### config.mk
export PLATFORM = sky130hd
export DESIGN_NAME = cascade_interval_timer
export DESIGN_NICKNAME = d
export VERILOG_FILES = /design/src/rtl/cit_pkg.sv /design/src/rtl/cit_prescaler.sv /design/src/rtl/cit_count_unit.sv /design/src/rtl/cit_ctrl_reg.sv /design/src/rtl/cascade_interval_timer.sv
export SDC_FILE = /design/constraint.sdc
export NUM_CORES = 1
export LEC_CHECK = 0
export ABC_AREA = 1
export BUFFER_PORTS_ARGS = -buffer_cell sky130_fd_sc_hd__buf_2
export CORE_MARGIN = 2
export CORE_UTILIZATION = 64
export CTS_BUF_LIST = sky130_fd_sc_hd__clkbuf_16
export DETAILED_ROUTE_END_ITERATION = 16
export PLACE_DENSITY = 0.85
export SLEW_MARGIN = 20
export SYNTH_ARGS = -nofsm -noshare
export SYNTH_HDL_FRONTEND = slang
export SYNTH_SLANG_ARGS = --single-unit
### constraint.sdc
create_clock -name clk -period 2.8 [get_ports clk]
set_input_delay 0.42 -clock clk [delete_from_list [all_inputs] [get_ports clk]]
set_output_delay 0.42 -clock clk [all_outputs]
set_load 0.005 [all_outputs]
### src/rtl/cit_pkg.sv
package cit_pkg;

   // control field positions inside the control byte
   localparam int unsigned B_FLAG = 7;
   localparam int unsigned B_IE   = 6;
   localparam int unsigned B_CSH  = 3;
   localparam int unsigned B_CSL  = 2;
   localparam int unsigned B_STP  = 1;
   localparam int unsigned B_STR  = 0;

   localparam logic [1:0] CS_JOIN = 2'b11;

   typedef struct packed {
      logic       flag;
      logic       ie;
      logic [1:0] cs;
      logic       stp;
      logic       str;
   } ctrl_t;

   function automatic logic [7:0] ctrl_to_byte(input ctrl_t c);
      return {c.flag, c.ie, 2'b00, c.cs, c.stp, c.str};
   endfunction

endpackage

### src/rtl/cit_prescaler.sv
module cit_prescaler #(
   parameter int unsigned PRE_W = 3
) (
   input  logic       clk,
   input  logic       rst_n,
   input  logic       clr,
   input  logic       run,
   input  logic [1:0] sel,
   output logic       tick
);
   localparam logic [PRE_W-1:0] LIM0 = PRE_W'((32'd1 << (PRE_W - 2)) - 32'd1);
   localparam logic [PRE_W-1:0] LIM1 = PRE_W'((32'd1 << (PRE_W - 1)) - 32'd1);
   localparam logic [PRE_W-1:0] LIM2 = {PRE_W{1'b1}};

   generate
      if (PRE_W < 3) begin : g_bad_pre
         $error("cit_prescaler: PRE_W must be at least 3");
      end
   endgenerate

   logic [PRE_W-1:0] pre;
   logic [PRE_W-1:0] lim;

   always_comb begin
      unique case (sel)
         2'b00:   lim = LIM0;
         2'b01:   lim = LIM1;
         default: lim = LIM2;
      endcase
   end

   assign tick = run & (pre >= lim);

   always_ff @(posedge clk or negedge rst_n) begin
      if (!rst_n) begin
         pre <= '0;
      end else if (clr) begin
         pre <= '0;
      end else if (run) begin
         pre <= (pre >= lim) ? '0 : pre + 1'b1;
      end
   end

   p_pre_hold_r5: assert property (@(posedge clk) disable iff (!rst_n)
      (!run && !clr) |=> $stable(pre));
   p_pre_clear_r4: assert property (@(posedge clk) disable iff (!rst_n)
      clr |=> (pre == '0));

endmodule

### src/rtl/cit_count_unit.sv
module cit_count_unit #(
   parameter int unsigned CNT_W = 8
) (
   input  logic             clk,
   input  logic             rst_n,
   input  logic             clr,
   input  logic             step,
   input  logic             match,
   output logic [CNT_W-1:0] cnt,
   output logic             at_max
);
   generate
      if (CNT_W < 2) begin : g_bad_w
         $error("cit_count_unit: CNT_W must be at least 2");
      end
   endgenerate

   assign at_max = (cnt == {CNT_W{1'b1}});

   always_ff @(posedge clk or negedge rst_n) begin
      if (!rst_n) begin
         cnt <= '0;
      end else if (clr) begin
         cnt <= '0;
      end else if (step) begin
         cnt <= match ? '0 : cnt + 1'b1;
      end
   end

   p_cnt_restart_r7: assert property (@(posedge clk) disable iff (!rst_n)
      (step && match && !clr) |=> (cnt == '0));
   p_cnt_start_r4: assert property (@(posedge clk) disable iff (!rst_n)
      clr |=> (cnt == '0));
   p_cnt_hold_r5: assert property (@(posedge clk) disable iff (!rst_n)
      (!step && !clr) |=> $stable(cnt));

endmodule

### src/rtl/cit_ctrl_reg.sv
module cit_ctrl_reg
   import cit_pkg::*;
(
   input  logic       clk,
   input  logic       rst_n,
   input  logic       wr,
   input  logic       w_flag,
   input  logic       w_ie,
   input  logic [1:0] w_cs,
   input  logic       w_stp,
   input  logic       w_str,
   input  logic       set_flag,
   output ctrl_t      q,
   output logic       start
);
   assign start = wr & w_str & ~q.str;

   always_ff @(posedge clk or negedge rst_n) begin
      if (!rst_n) begin
         q <= '0;
      end else begin
         if (wr) begin
            q.ie  <= w_ie;
            q.cs  <= w_cs;
            q.stp <= w_stp;
            q.str <= w_str;
         end
         if (set_flag) begin
            q.flag <= 1'b1;
         end else if (wr && !w_flag) begin
            q.flag <= 1'b0;
         end
      end
   end

   p_flag_set_wins_r9: assert property (@(posedge clk) disable iff (!rst_n)
      set_flag |=> q.flag);
   p_flag_sticky_r8: assert property (@(posedge clk) disable iff (!rst_n)
      (q.flag && !(wr && !w_flag)) |=> q.flag);
   p_flag_clear_r8: assert property (@(posedge clk) disable iff (!rst_n)
      (wr && !w_flag && !set_flag) |=> !q.flag);
   p_flag_no_write_set_r3: assert property (@(posedge clk) disable iff (!rst_n)
      (!q.flag && !set_flag) |=> !q.flag);

endmodule

### src/rtl/cascade_interval_timer.sv
module cascade_interval_timer
   import cit_pkg::*;
#(
   parameter int unsigned       ADDR_W    = 8,
   parameter logic [ADDR_W-1:0] BASE_ADDR = ADDR_W'('h18),
   parameter int unsigned       PRE_W     = 3
) (
   input  logic              clk,
   input  logic              rst_n,
   input  logic [ADDR_W-1:0] bus_addr,
   input  logic              bus_wr,
   input  logic [7:0]        bus_wdata,
   output logic [7:0]        bus_rdata,
   output logic              irq_lo,
   output logic              irq_hi
);
   localparam int unsigned CNT_W  = 8;
   localparam int unsigned N_UNIT = 2;
   localparam int unsigned LO     = 0;
   localparam int unsigned HI     = 1;

   generate
      if (ADDR_W < 3) begin : g_bad_addr_w
         $error("cascade_interval_timer: ADDR_W must be at least 3");
      end
      if (BASE_ADDR[1:0] != 2'b00) begin : g_bad_base
         $error("cascade_interval_timer: BASE_ADDR must be 4-byte aligned");
      end
   endgenerate

   ctrl_t             ctl     [N_UNIT];
   logic [CNT_W-1:0]  cnt     [N_UNIT];
   logic [CNT_W-1:0]  dat     [N_UNIT];
   logic [N_UNIT-1:0] tick, step, match, setf, startp, wr_ctl, wr_dat, at_max;
   logic              hit, joined, match_all;

   assign hit       = (bus_addr[ADDR_W-1:2] == BASE_ADDR[ADDR_W-1:2]);
   assign joined    = (ctl[HI].cs == CS_JOIN);
   assign match_all = ({cnt[HI], cnt[LO]} == {dat[HI], dat[LO]});

   // per-timer sequencing: the low timer never looks at the join
   // except to suppress its own flag and to use the joint compare
   assign step[LO]  = tick[LO];
   assign match[LO] = joined ? match_all : (cnt[LO] == dat[LO]);
   assign setf[LO]  = tick[LO] & match[LO] & ~joined;

   assign step[HI]  = joined ? (tick[LO] & (match_all | at_max[LO])) : tick[HI];
   assign match[HI] = joined ? match_all : (cnt[HI] == dat[HI]);
   assign setf[HI]  = joined ? (tick[LO] & match_all) : (tick[HI] & match[HI]);

   for (genvar i = 0; i < N_UNIT; i++) begin : g_unit
      localparam logic [1:0] CTL_OFS = (i == HI) ? 2'd0 : 2'd1;
      localparam logic [1:0] DAT_OFS = (i == HI) ? 2'd2 : 2'd3;

      assign wr_ctl[i] = bus_wr & hit & (bus_addr[1:0] == CTL_OFS);
      assign wr_dat[i] = bus_wr & hit & (bus_addr[1:0] == DAT_OFS);

      cit_ctrl_reg u_ctrl (
         .clk      (clk),
         .rst_n    (rst_n),
         .wr       (wr_ctl[i]),
         .w_flag   (bus_wdata[B_FLAG]),
         .w_ie     (bus_wdata[B_IE]),
         .w_cs     (bus_wdata[B_CSH:B_CSL]),
         .w_stp    (bus_wdata[B_STP]),
         .w_str    (bus_wdata[B_STR]),
         .set_flag (setf[i]),
         .q        (ctl[i]),
         .start    (startp[i])
      );

      cit_prescaler #(.PRE_W(PRE_W)) u_pre (
         .clk   (clk),
         .rst_n (rst_n),
         .clr   (startp[i]),
         .run   (ctl[i].str & ~ctl[i].stp),
         .sel   (ctl[i].cs),
         .tick  (tick[i])
      );

      cit_count_unit #(.CNT_W(CNT_W)) u_cnt (
         .clk    (clk),
         .rst_n  (rst_n),
         .clr    (startp[i]),
         .step   (step[i]),
         .match  (match[i]),
         .cnt    (cnt[i]),
         .at_max (at_max[i])
      );

      always_ff @(posedge clk or negedge rst_n) begin
         if (!rst_n) begin
            dat[i] <= '0;
         end else if (wr_dat[i]) begin
            dat[i] <= bus_wdata;
         end
      end
   end

   always_comb begin
      bus_rdata = 8'h00;
      if (hit) begin
         unique case (bus_addr[1:0])
            2'd0:    bus_rdata = ctrl_to_byte(ctl[HI]);
            2'd1:    bus_rdata = ctrl_to_byte(ctl[LO]);
            2'd2:    bus_rdata = dat[HI];
            default: bus_rdata = dat[LO];
         endcase
      end
   end

   assign irq_lo = ctl[LO].flag & ctl[LO].ie;
   assign irq_hi = ctl[HI].flag & ctl[HI].ie;

   logic unused_bits;
   assign unused_bits = ^{bus_wdata[5:4], at_max[HI]};

   p_lo_quiet_joined_r11: assert property (@(posedge clk) disable iff (!rst_n)
      (joined && !ctl[LO].flag) |=> !ctl[LO].flag);
   p_joint_carry_r11: assert property (@(posedge clk) disable iff (!rst_n)
      (joined && tick[LO] && at_max[LO] && !match_all && !startp[LO] && !startp[HI])
      |=> (cnt[LO] == '0));
   p_idle_no_flag_r4: assert property (@(posedge clk) disable iff (!rst_n)
      (!ctl[LO].str && !joined && !ctl[LO].flag) |=> !ctl[LO].flag);

endmodule

==> flow_summary.yaml <==
detailed_routing:
  post-route-drc-count: 0
  detail_route.wirelength_mm: 7.24
  first_iter_violations: 136
  vias_per_cell: 5.19
  wl_per_cell_um: 12.9
  detail-route-antenna-nets: 0
  firstDrtPassIters: 4
  via_count: 2907
yosys:
  synth_simple_gate_area_frac: 0.354
  post_synth_mux_area_share: 0
  number_of_distinct_library_cell_variants_in_the_gate_level_netlist_after_synthesis: 34
  yosys_warnings: 0
  syn_area_per_cell_um2: 7.06
  synth_xor_xnor_area_share: 0.0402
  synth_async_sr_flop_share: 1.00
  synthAdderAreaFrac: 0.0306
  synth_compound_gate_area_share: 0.0957
  synth_top_family_by_area: "simple AND/OR/NAND/NOR gates"
  synth-edff-count: 0
  yosysSeqAreaShare: 0.383
  synth_ff_type: "sky130_fd_sc_hd__dfrtp_1"
  postSynthRegisterBits: 50
  combined_area_of_all_synthesized_cells_um2: 3270
  synth_cells: 463
  postSynthNetCount: 490
global_route:
  globalRoute.busiestLayer: "met2"
  track_usage: 0.284
  first_pass_grt_wire_length_mm: 12.3
  m3_gr_usage: 0.0397
  antenna_found_initial: 0
  first_global_vias: 2795
  groute.layer.met2.usage: 0.516
  use_met1: 0.346
  grt_remaining_overflow: 0
  maximum_number_of_pins_on_one_net_before_global_route_repair: 39
floorplan:
  coreArea_um2: 5010
  rows: 26
  die_h_um: 75.5
  boundaryPins: 29
  die_w_um: 75.5
  start_util: 0.652
  die-area_um2: 5690
power_and_ir_drop:
  max-vdd-ir-drop_mv: 0.405
  total_leakage_power_nw: 1.88
  final_total_pwr_mw: 2.07
  cellPowerDensity_nw_per_um2: 579
clock_tree:
  clock_sinks: 50
  holdBufCountCts: 0
  cts_tree: "done"
  ctsRootBufferMaster: "sky130_fd_sc_hd__clkbuf_16"
  htreeDepth: 2
  max-clock-path-buffers: 2
  numCtsBuffers: 5
  clk_transition_reported_paths_ps: 70
  insertion_delay_ps: 290
  cts_resized: 0
  post-cts-setup-buffers: 0
sta:
  rsz_0062_raised_after_global_routing: "false"
  period_minus_slack_ps: 1820
  fin_tns_setup_ps: 0
  timing.clock.skew_ps: 9.24
  final_max_slew_viol_count: 0
  timing.final.ws_setup_ps: 984
  setup_viol_count_final: 0
  worst-slew-pin-transition_ps: 477
  finalHoldViolations: 0
  timing.final.crit_share: 0.648
  fmax_mhz: 551
  timing.slew.headroom: 0.682
place:
  port_buffers: 28
  dpl.cell_count: 554
  post-dp-hpwl_mm: 5.50
  gp_congestion: 0.863
  pre_cts_slack_ps: 973
  dpl-instance-area_um2: 3460
layout:
  final_layout_size_suffix_gt1_frac: 0.151
  commonest_non_fill_non_tap_cell_in_the_layout: "sky130_fd_sc_hd__nand2_1"
  layout.nets: 518
  antenna_cells_inserted: 0
  final_cell_mix: "sky130_fd_sc_hd__nand2_1, sky130_fd_sc_hd__inv_1, sky130_fd_sc_hd__dfrtp_1, sky130_fd_sc_hd__buf_2"
  final-instance-count-excl-fill: 560
  syn2layout_area_growth_pct: 9.72
  finalInstanceArea_um2: 3590
critical_path:
  worst_ep_arrival_time_ps: 2000
  rr_worst_depth: 12
  timing.critical_path.to_type: "register"
  r2r_slack_ps: 980
  timing.rr.start: "g_unit[0].u_ctrl.q[3]$_DFFE_PN0N_"
  crit_path_start_kind: "register"
  r2r_end: "g_unit[1].u_cnt.cnt[4]$_DFFE_PN0P_"
  timing.critical_path.required_ps: 2980
  worst-path-max-fanout: 8
  criticalPathCategory: "reg -> reg"
hold_path:
  worst_min_path_class: "in -> async"
job:
  max_cap_violations: 0
outcome:
  status: "finished, final reports clean"
-- per-stage QoR --
step | hold slack [ps] | utilization
floorplan | 124 | -
global placement | 314 | 0.690
detailed placement | 318 | 0.690
CTS | 15.6 | 0.716
global route | 30.4 | 0.716
finish | 4.52 | 0.716
-- worst max-delay path by stage --
stage / end / slack (ps) / cells after the start / startpoint
after floorplan: g_unit[1].u_cnt.cnt[4]$_DFFE_PN0P_ / 1240 / 12 / g_unit[0].u_ctrl.q[3]$_DFFE_PN0N_
after global placement: g_unit[1].u_cnt.cnt[2]$_DFFE_PN0P_ / 1020 / 9 / bus_addr[7]
after detailed placement: g_unit[0].u_cnt.cnt[2]$_DFFE_PN0P_ / 970 / 9 / bus_addr[7]
after CTS: g_unit[1].u_cnt.cnt[6]$_DFFE_PN0P_ / 990 / 12 / g_unit[0].u_ctrl.q[3]$_DFFE_PN0N_
after global routing: g_unit[1].u_cnt.cnt[6]$_DFFE_PN0P_ / 820 / 12 / g_unit[0].u_ctrl.q[3]$_DFFE_PN0N_
final: g_unit[1].u_cnt.cnt[4]$_DFFE_PN0P_ / 980 / 12 / g_unit[0].u_ctrl.q[3]$_DFFE_PN0N_
-- registers in the layout, indices dropped and copies added, names as in the netlist --
register / count
g_unit.u_cnt.cnt: 16
g_unit.u_pre.pre: 6
g_unit.u_ctrl.q: 12
dat: 16
-- metal layers --
layer | part of all wire | routed length [um]
met5 | 0 | 0
met2 | 0.51 | 3700
met3 | 0.027 | 196
met1 | 0.44 | 3180
met4 | 0.022 | 162
-- Yosys cell counts (3+ instances only) --
cell type	number	area share
sky130_fd_sc_hd__nand2_1	168	0.19
sky130_fd_sc_hd__inv_1	62	0.071
sky130_fd_sc_hd__dfrtp_1	50	0.38
sky130_fd_sc_hd__nor2_1	27	0.031
sky130_fd_sc_hd__o21ai_1	27	0.041
sky130_fd_sc_hd__nand3_1	19	0.029
sky130_fd_sc_hd__nand2_2	11	0.021
sky130_fd_sc_hd__inv_2	10	0.011
sky130_fd_sc_hd__xor2_1	10	0.027
sky130_fd_sc_hd__a21oi_1	9	0.014
sky130_fd_sc_hd__o21ai_0	9	0.014
sky130_fd_sc_hd__ha_1	8	0.031
sky130_fd_sc_hd__nand4_1	8	0.015
sky130_fd_sc_hd__nor2_2	8	0.015
sky130_fd_sc_hd__xnor2_1	5	0.013
sky130_fd_sc_hd__buf_2	4	0.0061
sky130_fd_sc_hd__a41oi_1	3	0.0080
-- where the power goes --
part / internal, mW / switching, mW
clock network: 0.318 / 0.248
logic: 0.232 / 0.356
registers: 0.812 / 0.110
-- cell type report --
class / instances / area, um2
fill: 454 / 1420
sequential: 50 / 1250
inverter: 72 / 270
clock inverter: 1 / 3.75
timing repair buffer: 29 / 148
clock buffer: 5 / 125
multi-input combinational: 333 / 1700
tap: 70 / 87.6
-- worst max-delay path: stages (launching register included) --
cell                      delay, ps
sky130_fd_sc_hd__dfrtp_1        400
sky130_fd_sc_hd__inv_1           60
sky130_fd_sc_hd__ha_1           280
sky130_fd_sc_hd__a21oi_1        120
sky130_fd_sc_hd__nand2_1         80
sky130_fd_sc_hd__nand2_1        220
sky130_fd_sc_hd__nor2_4          70
sky130_fd_sc_hd__nand2_1         90
sky130_fd_sc_hd__nand2_1         60
sky130_fd_sc_hd__inv_2           80
sky130_fd_sc_hd__nand3_4        100
sky130_fd_sc_hd__nand2_1         90
sky130_fd_sc_hd__nand2_1         50
-- kinds of logic after synthesis --
logic type	Yosys count
xor gates and xnor gates	15
adders and majority gates	8
AOI/OAI and AO/OA	56
and+or+nand+nor	254
DFF	50
buffers and inverters	80
No activity file was read; power rests on OpenSTA's default activity.
